File: src/rtl/wp_pkg.sv
package wp_pkg;

    localparam int ADDR_W = 16;
    localparam int MEM_AW = 14;
    localparam int LVL_W  = 2;

    typedef enum logic [LVL_W-1:0] {
        LVL_NONE    = 2'd0,
        LVL_QUARTER = 2'd1,
        LVL_HALF    = 2'd2,
        LVL_ALL     = 2'd3
    } blk_lvl_e;

    typedef struct packed {
        logic              prot_en;
        blk_lvl_e          lvl;
        logic [MEM_AW-1:0] addr;
    } wp_req_t;

    typedef struct packed {
        logic array_ok;
        logic status_ok;
    } wp_grant_t;

    // Lowest value of the two top array-address bits that falls inside the field
    function automatic logic [1:0] field_floor(blk_lvl_e lvl);
        case (lvl)
            LVL_QUARTER: field_floor = 2'd3;
            LVL_HALF:    field_floor = 2'd2;
            default:     field_floor = 2'd0;
        endcase
    endfunction

endpackage

File: src/rtl/wp_pin_sync.sv
module wp_pin_sync #(
    parameter int   STAGES  = 2,
    parameter logic RST_VAL = 1'b0
) (
    input  logic clk,
    input  logic rst,
    input  logic d_async,
    output logic q_sync
);
    logic [STAGES-1:0] chain_q;

    generate
        for (genvar s = 0; s < STAGES; s++) begin : g_stage
            if (s == 0) begin : g_first
                always_ff @(posedge clk) begin
                    if (rst) chain_q[0] <= RST_VAL;
                    else     chain_q[0] <= d_async;
                end
            end else begin : g_next
                always_ff @(posedge clk) begin
                    if (rst) chain_q[s] <= RST_VAL;
                    else     chain_q[s] <= chain_q[s-1];
                end
            end
        end
    endgenerate

    assign q_sync = chain_q[STAGES-1];

    // synchroniser output returns to its reset value
    a_r1_sync_reset: assert property (@(posedge clk) rst |=> (q_sync == RST_VAL));
endmodule

File: src/rtl/wp_enable_latch.sv
module wp_enable_latch (
    input  logic clk,
    input  logic rst,
    input  logic set_i,
    input  logic disable_i,
    input  logic cycle_done_i,
    output logic wel_o
);
    logic wel_q;
    logic clr_any;

    assign clr_any = disable_i | cycle_done_i;

    always_ff @(posedge clk) begin
        if (rst)          wel_q <= 1'b0;
        else if (clr_any) wel_q <= 1'b0;
        else if (set_i)   wel_q <= 1'b1;
    end

    assign wel_o = wel_q;

    a_r1_latch_reset: assert property (@(posedge clk) rst |=> !wel_o);
    a_r2_set_latch: assert property (@(posedge clk) disable iff (rst)
        (set_i && !disable_i && !cycle_done_i) |=> wel_o);
    a_r3_clear_wins: assert property (@(posedge clk) disable iff (rst)
        (disable_i || cycle_done_i) |=> !wel_o);
endmodule

File: src/rtl/wp_region_check.sv
module wp_region_check
    import wp_pkg::*;
(
    input  wp_req_t req_i,
    output logic    in_field_o
);
    logic [1:0] top_bits;
    logic [1:0] floor_v;

    assign top_bits   = req_i.addr[MEM_AW-1 -: 2];
    assign floor_v    = field_floor(req_i.lvl);
    assign in_field_o = (req_i.lvl != LVL_NONE) && (top_bits >= floor_v);

    // whole-array level protects every address; no level protects none
    always_comb begin
        if (req_i.lvl == LVL_ALL)  a_r8_all_protected: assert (in_field_o);
        if (req_i.lvl == LVL_NONE) a_r8_none_protected: assert (!in_field_o);
    end
endmodule

File: src/rtl/wp_decision_unit.sv
module wp_decision_unit
    import wp_pkg::*;
(
    input  logic              clk,
    input  logic              rst,
    input  logic              wp_pin,
    input  logic              prot_en,
    input  logic [LVL_W-1:0]  blk_lvl,
    input  logic [ADDR_W-1:0] wr_addr,
    input  logic              cmd_set_wel,
    input  logic              cmd_clr_wel,
    input  logic              wr_cycle_done,
    output logic              wel,
    output logic              array_wr_ok,
    output logic              status_wr_ok
);
    logic      pin_s;
    logic      in_field;
    logic      wel_q;
    wp_req_t   req;
    wp_grant_t grant;
    logic      unused_addr_hi;

    assign unused_addr_hi = ^wr_addr[ADDR_W-1:MEM_AW];

    assign req.prot_en = prot_en;
    assign req.lvl     = blk_lvl_e'(blk_lvl);
    assign req.addr    = wr_addr[MEM_AW-1:0];

    wp_pin_sync #(.STAGES(2), .RST_VAL(1'b0)) u_sync (
        .clk     (clk),
        .rst     (rst),
        .d_async (wp_pin),
        .q_sync  (pin_s)
    );

    wp_enable_latch u_latch (
        .clk          (clk),
        .rst          (rst),
        .set_i        (cmd_set_wel),
        .disable_i    (cmd_clr_wel),
        .cycle_done_i (wr_cycle_done),
        .wel_o        (wel_q)
    );

    wp_region_check u_region (
        .req_i      (req),
        .in_field_o (in_field)
    );

    always_comb begin
        grant.array_ok  = wel_q && !in_field;
        grant.status_ok = wel_q && (!req.prot_en || pin_s);
    end

    assign wel          = wel_q;
    assign array_wr_ok  = grant.array_ok;
    assign status_wr_ok = grant.status_ok;

    a_r4_no_perm_without_wel: assert property (@(posedge clk) disable iff (rst)
        !wel |-> (!array_wr_ok && !status_wr_ok));
    a_r6_pin_locks_status: assert property (@(posedge clk) disable iff (rst)
        (prot_en && !pin_s) |-> !status_wr_ok);
    a_r8_field_blocks_array: assert property (@(posedge clk) disable iff (rst)
        in_field |-> !array_wr_ok);
endmodule

File: config.mk
export PLATFORM = sky130hd
export DESIGN_NAME = wp_decision_unit
export DESIGN_NICKNAME = d
export VERILOG_FILES = /design/src/rtl/wp_pkg.sv /design/src/rtl/wp_pin_sync.sv /design/src/rtl/wp_enable_latch.sv /design/src/rtl/wp_region_check.sv /design/src/rtl/wp_decision_unit.sv
export SDC_FILE = /design/constraint.sdc
export NUM_CORES = 1
export LEC_CHECK = 0
export ABC_AREA = 1
export BUFFER_PORTS_ARGS = -buffer_cell sky130_fd_sc_hd__buf_4
export CORE_AREA = 2 2 39 41
export DETAILED_ROUTE_END_ITERATION = 6
export DIE_AREA = 0 0 41 43
export GPL_TIMING_DRIVEN = 0
export SETUP_SLACK_MARGIN = 0.2
export SLEW_MARGIN = 20
export SYNTH_ARGS = -nofsm -noshare
export SYNTH_HDL_FRONTEND = slang
export SYNTH_SLANG_ARGS = --single-unit
File: constraint.sdc
create_clock -name clk -period 1.4 [get_ports clk]
set_input_delay 0.14 -clock clk [delete_from_list [all_inputs] [get_ports clk]]
set_output_delay 0.14 -clock clk [all_outputs]
set_load 0.02 [all_outputs]
# Word-level counts from Yosys, hierarchy flattened
# Cells that the tools add are included.
# op_classes
n_bitwise	1
muxes	1
n_eq_ne	2
n_lt_le_gt_ge	1
n_reduce_logical	8
# op_table
operator	n
$pmux 2 s2	1
$logic_and 1x1->1	3
$eq 2x1->1 const B	1
$eq 2x2->1 const B	1
$ge 2x2->1	1
$logic_not 1->1	2
$reduce_bool 2->1	1
$reduce_or 2->1	1
$logic_or 1x1->1	1
$or 1x1->1	1
# word_totals
elab_cells	16
ff_bits	3
output_inout_bits	3

# Logic depth before layout (Yosys ltp)
# Gate-level depths: netlist (run 1).
# logic_depth
depth_word	6
ltp_mapped	7
mapped_depth_nobuf	7

# By module
# A second synthesis (run 1) with hierarchy kept.
# unflattened
cells_unflattened	32
area_unflattened_um2	210.2
# modules_own_cells
mod	cells_per_inst	area_each_um2	seq_area_each_um2	instances
wp_region_check	16	96.3	0.0	1
wp_pin_sync	6	55.1	40.0	1
wp_enable_latch	6	38.8	20.0	1
wp_decision_unit	4	20.0	0.0	1

# Worst setup path after synthesis (run 1)
# OpenSTA, ideal clock, no wires.
# synth_timing
kind	input-to-output
start	input blk_lvl[1]
end	output array_wr_ok
cell_stages	7
arrival_ps	1211
setup_slack_ps	49
required_time_ps	1260
cell_sequence	inv_1 -> ha_1 -> inv_1 -> ha_1 -> nand2_1 -> nand3_1 -> a21oi_1
# synth_between
elab_chain_cells	6
word_cells_on_any_way	8
cone_classes	order compare: 1; eq/ne: 2; mux: 1; reduce/logical: 4
# synth_rtl
element	line_no	text
from (decl)	wp_decision_unit.sv:8	input logic [LVL_W-1:0] blk_lvl,
$eq 2x2->1 or $eq 2x1->1 (tied branches)	wp_pkg.sv:27	case (lvl)
$pmux 2 s2	wp_pkg.sv:27	
$ge 2x2->1	wp_region_check.sv:12	assign in_field_o = (req_i.lvl != LVL_NONE) && (top_bits >= floor_v);
$logic_and 1x1->1 (*)	wp_region_check.sv:12	
$logic_not 1->1 (*)	wp_decision_unit.sv:52	grant.array_ok = wel_q && !in_field;
$logic_and 1x1->1 (*)	wp_decision_unit.sv:52	
to (decl)	wp_decision_unit.sv:14	output logic array_wr_ok,
# Mark *: on every way between the ends. The rest lies on a longest branch, timed or not.

# Final worst setup path (run 1)
# Ends and elaborated chain as after synthesis.

==> flow_summary.toml, run 1 <==
[global_route]
antenna_found_initial = 0
grt_usage = 0.0581
busiest_layer = "met2"
grt_use_met3 = 0.0209
grt_max_degree = 4
grt_pass1_wl_um = 676
met2_usage = 0.0938
grt_pass1_vias = 216
grt_overflow = 0
use_met1 = 0.0479

[route]
drc = 0
routed_wl_um = 395
wl_per_cell_um = 6.58
dr.pass1.iters = 2
final_antenna_net_count = 0
drtIter0Drc = 1
num_vias = 214
via_per_inst = 3.57

[finish]
drive_gt1_frac = 0.591
fin_cells = 60
fin_nets = 74
final_util = 0.295
syn2layout_area_growth_pct = 106
n_antenna_cell = 0

[setup_path]
cp_top_family = "adder cells"
r2r-end = "u_latch.wel_o$_SDFFE_PP0P_"
cpMaxStageDelayCell = "ha_4"
cp.required_ns = 1.26
cp.buffers_inverters = 4
ff2ff_setup_slack_ns = 0.81
worst_ep_arrival_time_ns = 1.14
slowest_delay_ns = 0.25
endpoint_kind = "output port"
cp_max_fo = 2
rr_worst_depth = 2
cp-start-kind = "primary input"
crit_type = "primary input to output port"
regToRegStartpoint = "u_latch.wel_o$_SDFFE_PP0P_"
crit_chain = "buf_6 > inv_4 > ha_4 > inv_2 > ha_4 > nand2_2 > nand3_2 > a21oi_4 > buf_6"

[clock_network]
cts_tree = "done"
root_buffer = "clkbuf_4"
cts_made_buffers = 3
numClockSinks = 3
clock_latency_ns = 0.23
cts_max_level = 1
clockBufferDepth = 2
clk_pin_slew_ns = 0.04

[placed_design]
portBuffers = 13
dpl_worst_slack_ns = 0.0110
gp_congestion = 0.556
dp_cells = 56
dp_hpwl_um = 348

[hold_path]
holdPathStages = 2
hold_path.class = "primary input to flip-flop"
min_to = "u_latch.wel_o$_SDFFE_PP0P_"
hp-start = "wr_cycle_done"

[sta]
slew_headroom = 0.881
period_share = 0.915
setup_viol = 0
worstMarginPinSlew_ns = 0.178
final_max_slew_viol_count = 0
max_freq_ghz = 0.781
fin_skew_ns = 0.00355
hold_viol_final = 0
fin_ws_ns = 0.119
fin_crit_ns = 1.28
grt_setup_unrepaired = "yes"
fin_setup_tns_ns = 0

[power_and_ir_drop]
seqPwrFrac = 0.281
switching_power_uw = 79.5
p_leak_uw = 0.000199
pwr-share-comb = 0.263
power.density_nw_per_um2 = 791
p_int_uw = 243
p_sw_frac = 0.246
clkPwrFrac = 0.456
power.total_uw = 323
peakVddDrop_uv = 578

[logic_synthesis]
yosys.area.top_type = "dfxtp_1"
yosys.area.top_type_share = 0.304
netlist_area_um2 = 198
yosysWarningCount = 0
synth.area.top_cells = "dfxtp_1 30%, ha_1 25%, inv_1 21%"
ys_ff_latch = 3
synth_nets = 56
synthDistinctLibCells = 8
syn_inst = 27
ys_seq_area_frac = 0.304
synth.avg_cell_area_um2 = 7.32

[die]
io_pins = 28
core-area_um2 = 1380
die_x_um = 41
row_count = 14
die-area_um2 = 1760
die_h_um = 43
start_util = 0.143

[flow_run]
drv_cap = 0

[outcome]
status = "finished, final reports clean"
-- metrics by stage --
step                      cell area, um^2  hold slack, ns
after global routing                  408          0.0704
final                                 408          0.0698
after detailed placement              359           0.309
after floorplan                       241           0.210
after global placement                359           0.304
after CTS                             408          0.0612
-- layer usage --
layer	share of wire	up-vias
met1	0.33	93
met2	0.57	9
met3	0.089	0
met5	0	-
met4	0	0
li1	-	112
-- kinds of logic after synthesis --
| group | synth area share |
|---|---|
| AO/OA/AOI/OAI | 0.0506 |
| buffers and inverters | 0.209 |
| adder cells (fa/ha/maj) | 0.253 |
| AND/OR/NAND/NOR | 0.184 |
| flip-flops | 0.304 |
-- power by group through the flow --
| stage | clock, uW | combinational (uW) | sequential, uW |
|---|---|---|---|
| floorplan | 0 | 41.7 | 92.9 |
| global placement | 0 | 74.6 | 91.9 |
| detailed placement | 0 | 77.0 | 92.0 |
| CTS | 157 | 86.8 | 90.7 |
| global route | 160 | 94.0 | 91.0 |
| finish | 147 | 84.8 | 90.6 |
-- worst reg2reg max path, stage by stage (launching register included) --
cell and delay [ns]:
dfxtp_1 0.33, nor2_1 0.06, nor4_2 0.12
-- Yosys cell counts, drive strengths merged --
cell and count:
dfxtp 3, inv 11, nand2 2, nand3 1, nor2 3, ha 4
a21oi 2, nor4 1
-- state kept, by name (all words and copies together) (netlist names) --
name / count
u_latch.wel_o: 1
u_sync.q_sync: 1
u_sync.chain_q: 1
-- how the worst max path moves through the flow --
| stage | to | from | cells past startpoint | slack, ns |
|---|---|---|---|---|
| after floorplan | array_wr_ok | blk_lvl[0] | 7 | 0.23 |
| after global placement | array_wr_ok | blk_lvl[0] | 9 | 0.02 |
| after detailed placement | array_wr_ok | blk_lvl[0] | 9 | 0.01 |
| after CTS | array_wr_ok | blk_lvl[1] | 9 | 0.11 |
| after global routing | array_wr_ok | blk_lvl[0] | 7 | 0.07 |
| final | array_wr_ok | blk_lvl[1] | 9 | 0.12 |
-- cell usage in the layout, fill, tap and decap left out, types with 2 or more instances in the layout --
cell type and n:
buf_4 10, inv_1 8, nor2_1 3, clkbuf_4 3, dfxtp_1 3, inv_4 2, nand2_2 2, ha_1 2
ha_4 2, buf_6 2
-- final cells by class --
class / count / area (um^2)
clock buffer: 4 / 26.3
fill: 152 / 976
inverter: 11 / 46.3
multi-input combinational: 13 / 143
sequential: 3 / 60.1
tap: 16 / 20.0
timing repair buffer: 13 / 113
-- timing repair --
action	CTS	global route
setup endpoints to repair	1	1
cloned	0	0
resized for setup	7	0
pin swaps	5	0
hold buffers	0	0
setup buffers	0	0
Note: power is estimated with default switching activity, not from simulation.
==> run 2, diff against run 1 <==
==> constraint.sdc (replaced) <==
create_clock -name clk -period 1.4 [get_ports clk]
set_input_delay 0.07 -clock clk [delete_from_list [all_inputs] [get_ports clk]]
set_output_delay 0.07 -clock clk [all_outputs]
set_load 0.02 [all_outputs]
==> run 2 against run 1 <==
Net effect: power up 1.3%; largest power group unchanged; critical path depth unchanged; critical path type unchanged; largest cell class unchanged; first-iteration DRC count down 100%; sequential power about the same; flip-flop and latch count unchanged.
==> flow_summary.toml, run 2 (synthesis results as in run 1) <==
[placed_design]
gp_congestion = 0.549
portBuffers = 13
dp_cells = 56

[setup_path]
cpMaxStageDelayCell = "ha_4"
endpoint_kind = "output port"
crit_type = "primary input to output port"
cp-start-kind = "primary input"
cp.buffers_inverters = 4
slowest_delay_ns = 0.26
cp_max_fo = 2
crit_chain = "buf_6 > inv_4 > ha_4 > inv_4 > ha_4 > nand2_2 > nand3_2 > a21oi_2 > buf_6"
cp.required_ns = 1.33
cp_top_family = "adder cells"
worst_ep_arrival_time_ns = 1.07

[sta]
slew_headroom = 0.882
worstMarginPinSlew_ns = 0.176
max_freq_ghz = 0.879
grt_setup_unrepaired = "no"
fin_skew_ns = 0.0000435
setup_viol = 0
period_share = 0.812
fin_setup_tns_ns = 0
hold_viol_final = 0
fin_crit_ns = 1.14
final_max_slew_viol_count = 0

[power_and_ir_drop]
power.total_uw = 327
p_sw_frac = 0.245
p_leak_uw = 0.000201
switching_power_uw = 80.1
p_int_uw = 247
pwr-share-comb = 0.271
seqPwrFrac = 0.278
power.density_nw_per_um2 = 798
clkPwrFrac = 0.451
peakVddDrop_uv = 218

[global_route]
grt_overflow = 0
grt_pass1_vias = 207
grt_usage = 0.0582
grt_pass1_wl_um = 648
antenna_found_initial = 0
grt_max_degree = 4

[clock_network]
clk_pin_slew_ns = 0.04
cts_max_level = 1
clock_latency_ns = 0.22
numClockSinks = 3
cts_made_buffers = 3
clockBufferDepth = 2
cts_tree = "done"
root_buffer = "clkbuf_4"

[finish]
syn2layout_area_growth_pct = 107
n_antenna_cell = 0
final_common_cell = "buf_4"
fillers = 151
fin_nets = 75
drive_gt1_frac = 0.578
final_cell_mix = "10 x buf_4, 8 x inv_1"
regArea_um2 = 60.1
fin_cells = 61
multi_input_area_um2 = 135

[route]
drtIter0Drc = 0
routed_wl_um = 440
dr.pass1.iters = 1
final_antenna_net_count = 0
num_vias = 216
drc = 0
wl_per_cell_um = 7.21
via_per_inst = 3.54

[die]
start_util = 0.143
core-area_um2 = 1380
die-area_um2 = 1760
io_pins = 28
row_count = 14
die_h_um = 43
die_x_um = 41

[hold_path]
hold_path.class = "primary input to flip-flop"

[outcome]
status = "finished, final reports clean"

[flow_run]
drv_cap = 0
run 2: cell types whose count changed in the layout (fill, tap and decap cells not counted), sizes merged:
cell,change
dlygate4sd3,+1
run 2: final cells by class:
| class | instances | area share |
|---|---|---|
| clock buffer | 4 | 0.0642 |
| inverter | 11 | 0.119 |
| multi-input combinational | 13 | 0.330 |
| sequential | 3 | 0.147 |
| tap | 16 | 0.0489 |
| timing repair buffer | 14 | 0.291 |
run 2: metrics by stage:
step	util	worst slack (ns)	hold WS [ns]	area (um^2)
after floorplan	-	0.275	0.140	201
after global placement	0.231	0.154	0.235	319
after detailed placement	0.231	0.151	0.238	319
after CTS	0.277	0.200	0.00247	383
after global routing	0.296	0.215	0.00706	409
final	0.296	0.263	0.00454	409
run 2: layer usage:
metal | global-route usage | vias up | wire, um
li1 | - | 113 | -
met1 | 0.0321 | 97 | 135
met5 | 0 | - | 0
met2 | 0.122 | 6 | 279
met4 | 0.0600 | 0 | 0
met3 | 0 | 0 | 24
run 2: path summary, 6_finish.rpt:
kind	end	cells after the start	start	slack, ns
max	array_wr_ok	9	blk_lvl[0]	0.26
min	u_latch.wel_o$_SDFFE_PP0P_	2	cmd_clr_wel	0.005
max reg2reg	u_latch.wel_o$_SDFFE_PP0P_	2	u_latch.wel_o$_SDFFE_PP0P_	0.79
min reg2reg	u_sync.q_sync$_SDFF_PP0_	2	u_sync.chain_q[0]$_SDFF_PP0_	0.40
run 2: power groups by stage:
stage / logic, uW / registers [uW] / clock network [uW]
after floorplan: 27.1 / 92.9 / 0
after global placement: 57.2 / 92.0 / 0
after detailed placement: 58.6 / 92.1 / 0
after CTS: 73.7 / 90.7 / 154
after global routing: 98.2 / 90.9 / 160
final: 88.5 / 90.8 / 147
run 2: repair_timing:
action | in CTS | in global routing
endpoints found under the hold margin | 1 | 0
endpoints found under the setup margin | 1 | 1
hold buffers | 1 | 0
pin swaps | 5 | 5
gates resized for setup | 6 | 8
buffers inserted | 0 | 0
==> run 3, diff against run 2 <==
==> constraint.sdc (replaced) <==
create_clock -name clk -period 1.1 [get_ports clk]
set_input_delay 0.055 -clock clk [delete_from_list [all_inputs] [get_ports clk]]
set_output_delay 0.055 -clock clk [all_outputs]
set_load 0.02 [all_outputs]
==> run 3 against run 2 <==
Net effect: the flow now finishes with violations (negative setup slack); die area stayed put; critical path type unchanged; cell count increased by 4.9%; cell area grew 14%; setup slack worse by 0.28 ns; largest power group unchanged.
==> flow_summary.toml, run 3 (synthesis results as in run 1) <==
[outcome]
status = "finished, violations left"
violations = "negative setup slack"

[setup_path]
worst_ep_arrival_time_ns = 1.06
cp_max_fo = 2
crit_type = "primary input to output port"
endpoint_kind = "output port"
cp.required_ns = 1.04
cp_common_cell = "ha_4"
cp-start-kind = "primary input"
cpMaxStageDelayCell = "ha_4"
slowest_delay_ns = 0.24
cp_top_family = "adder cells"
crit_chain = "buf_8 > inv_8 > ha_4 > inv_2 > ha_4 > nand2_2 > nand3_2 > a21oi_4 > buf_6"
cp.buffers_inverters = 4

[route]
dr.pass1.iters = 1
drtIter0Drc = 0
drc = 0
wl_per_cell_um = 7.25
routed_wl_um = 464
via_per_inst = 3.63
num_vias = 232
final_antenna_net_count = 0

[global_route]
grt_overflow = 0
grt_usage = 0.0661
antenna_found_initial = 0
grt_pass1_vias = 214
grt_max_degree = 4
grt_pass1_wl_um = 759

[clock_network]
clockBufferDepth = 2
clock_latency_ns = 0.23
numClockSinks = 3
root_buffer = "clkbuf_4"
cts_made_buffers = 3
cts_max_level = 1
clk_pin_slew_ns = 0.04
cts_tree = "done"

[sta]
fin_skew_ns = 0.00343
final_max_slew_viol_count = 0
slew_headroom = 0.877
fin_ws_ns = -0.0152
period_share = 1.01
fin_crit_ns = 1.12
setup_viol = 1
worstMarginPinSlew_ns = 0.184
max_freq_ghz = 0.897
hold_viol_final = 0
grt_setup_unrepaired = "yes"

[power_and_ir_drop]
peakVddDrop_uv = 524
power.total_uw = 435
p_leak_uw = 0.000222
seqPwrFrac = 0.266
p_sw_frac = 0.260
clkPwrFrac = 0.445
pwr-share-comb = 0.289
p_int_uw = 322
switching_power_uw = 113
power.density_nw_per_um2 = 929

[placed_design]
portBuffers = 13
gp_congestion = 0.612
dp_hpwl_um = 363
dp_cells = 56

[die]
die-area_um2 = 1760
io_pins = 28
row_count = 14
start_util = 0.143
core-area_um2 = 1380
die_h_um = 43
die_x_um = 41

[finish]
drive_gt1_frac = 0.625
syn2layout_area_growth_pct = 137
final_common_cell = "buf_4"
fin_cells = 64
final_util = 0.338
final_cell_mix = "10 x buf_4, 7 x inv_1, 3 x nor2_1, 3 x clkbuf_4, 3 x dlygate4sd3_1"
fin_nets = 78
fillers = 145
n_antenna_cell = 0

[flow_run]
drv_cap = 0

[hold_path]
hold_path.class = "primary input to flip-flop"
## run 3: area by class of cell
class,count,area (um^2),share of cell area
Timing Repair Buffer,17,158,0.337
Multi-Input combinational cell,13,146,0.313
Sequential cell,3,61.3,0.131
Inverter,11,56.3,0.120
Clock buffer,4,26.3,0.0561
Tap cell,16,20.0,0.0428
## run 3: per-layer routing
layer / global-route usage / up-vias / wire [um]
li1: - / 122 / -
met1: 0.0639 / 97 / 147
met2: 0.116 / 11 / 272
met3: 0.0157 / 2 / 33
met4: 0.0400 / 0 / 11
met5: 0 / - / 0
## run 3: worst paths after layout
| kind | startpoint | to | slack, ns | depth (start not counted) |
|---|---|---|---|---|
| max | blk_lvl[0] | array_wr_ok | -0.02 | 9 |
| min | wp_pin | u_sync.chain_q[0]$_SDFF_PP0_ | 0.03 | 3 |
| max reg2reg | u_latch.wel_o$_SDFFE_PP0P_ | u_latch.wel_o$_SDFFE_PP0P_ | 0.39 | 3 |
| min reg2reg | u_sync.chain_q[0]$_SDFF_PP0_ | u_sync.q_sync$_SDFF_PP0_ | 0.41 | 2 |
## run 3: power groups by stage
stage / logic [uW] / registers (uW) / clock network [uW]
2_1_floorplan: 63.2 / 118 / 0
3_3_place_gp: 108 / 117 / 0
3_5_place_dp: 111 / 117 / 0
4_1_cts: 127 / 116 / 200
5_1_grt: 137 / 116 / 212
6_report: 126 / 116 / 193
## run 3: worst register-to-register path: stages, from the launching register on
cell,delay [ns]
dfxtp_2,0.31
buf_4,0.13
nor2_1,0.12
nor4_2,0.05
## run 3: metrics by stage
step | worst slack (ns) | cell area, um^2 | hold slack [ns] | TNS [ns]
after floorplan | 0.114 | 263 | 0.125 | 0
after global routing | -0.0564 | 468 | 0.0313 | -0.0564
after CTS | -0.0309 | 464 | 0.0230 | -0.0309
final | -0.0152 | 468 | 0.0343 | -0.0152
after detailed placement | -0.130 | 380 | 0.222 | -0.130
after global placement | -0.122 | 380 | 0.219 | -0.122
## run 3: what timing repair did
action                                 4_1_cts  5_1_grt
buffers inserted                             1        0
hold buffers                                 3        0
gates resized for setup                      7        1
setup endpoints to repair                    2        3
pin swaps                                    5        0
endpoints found under the hold margin        2        0
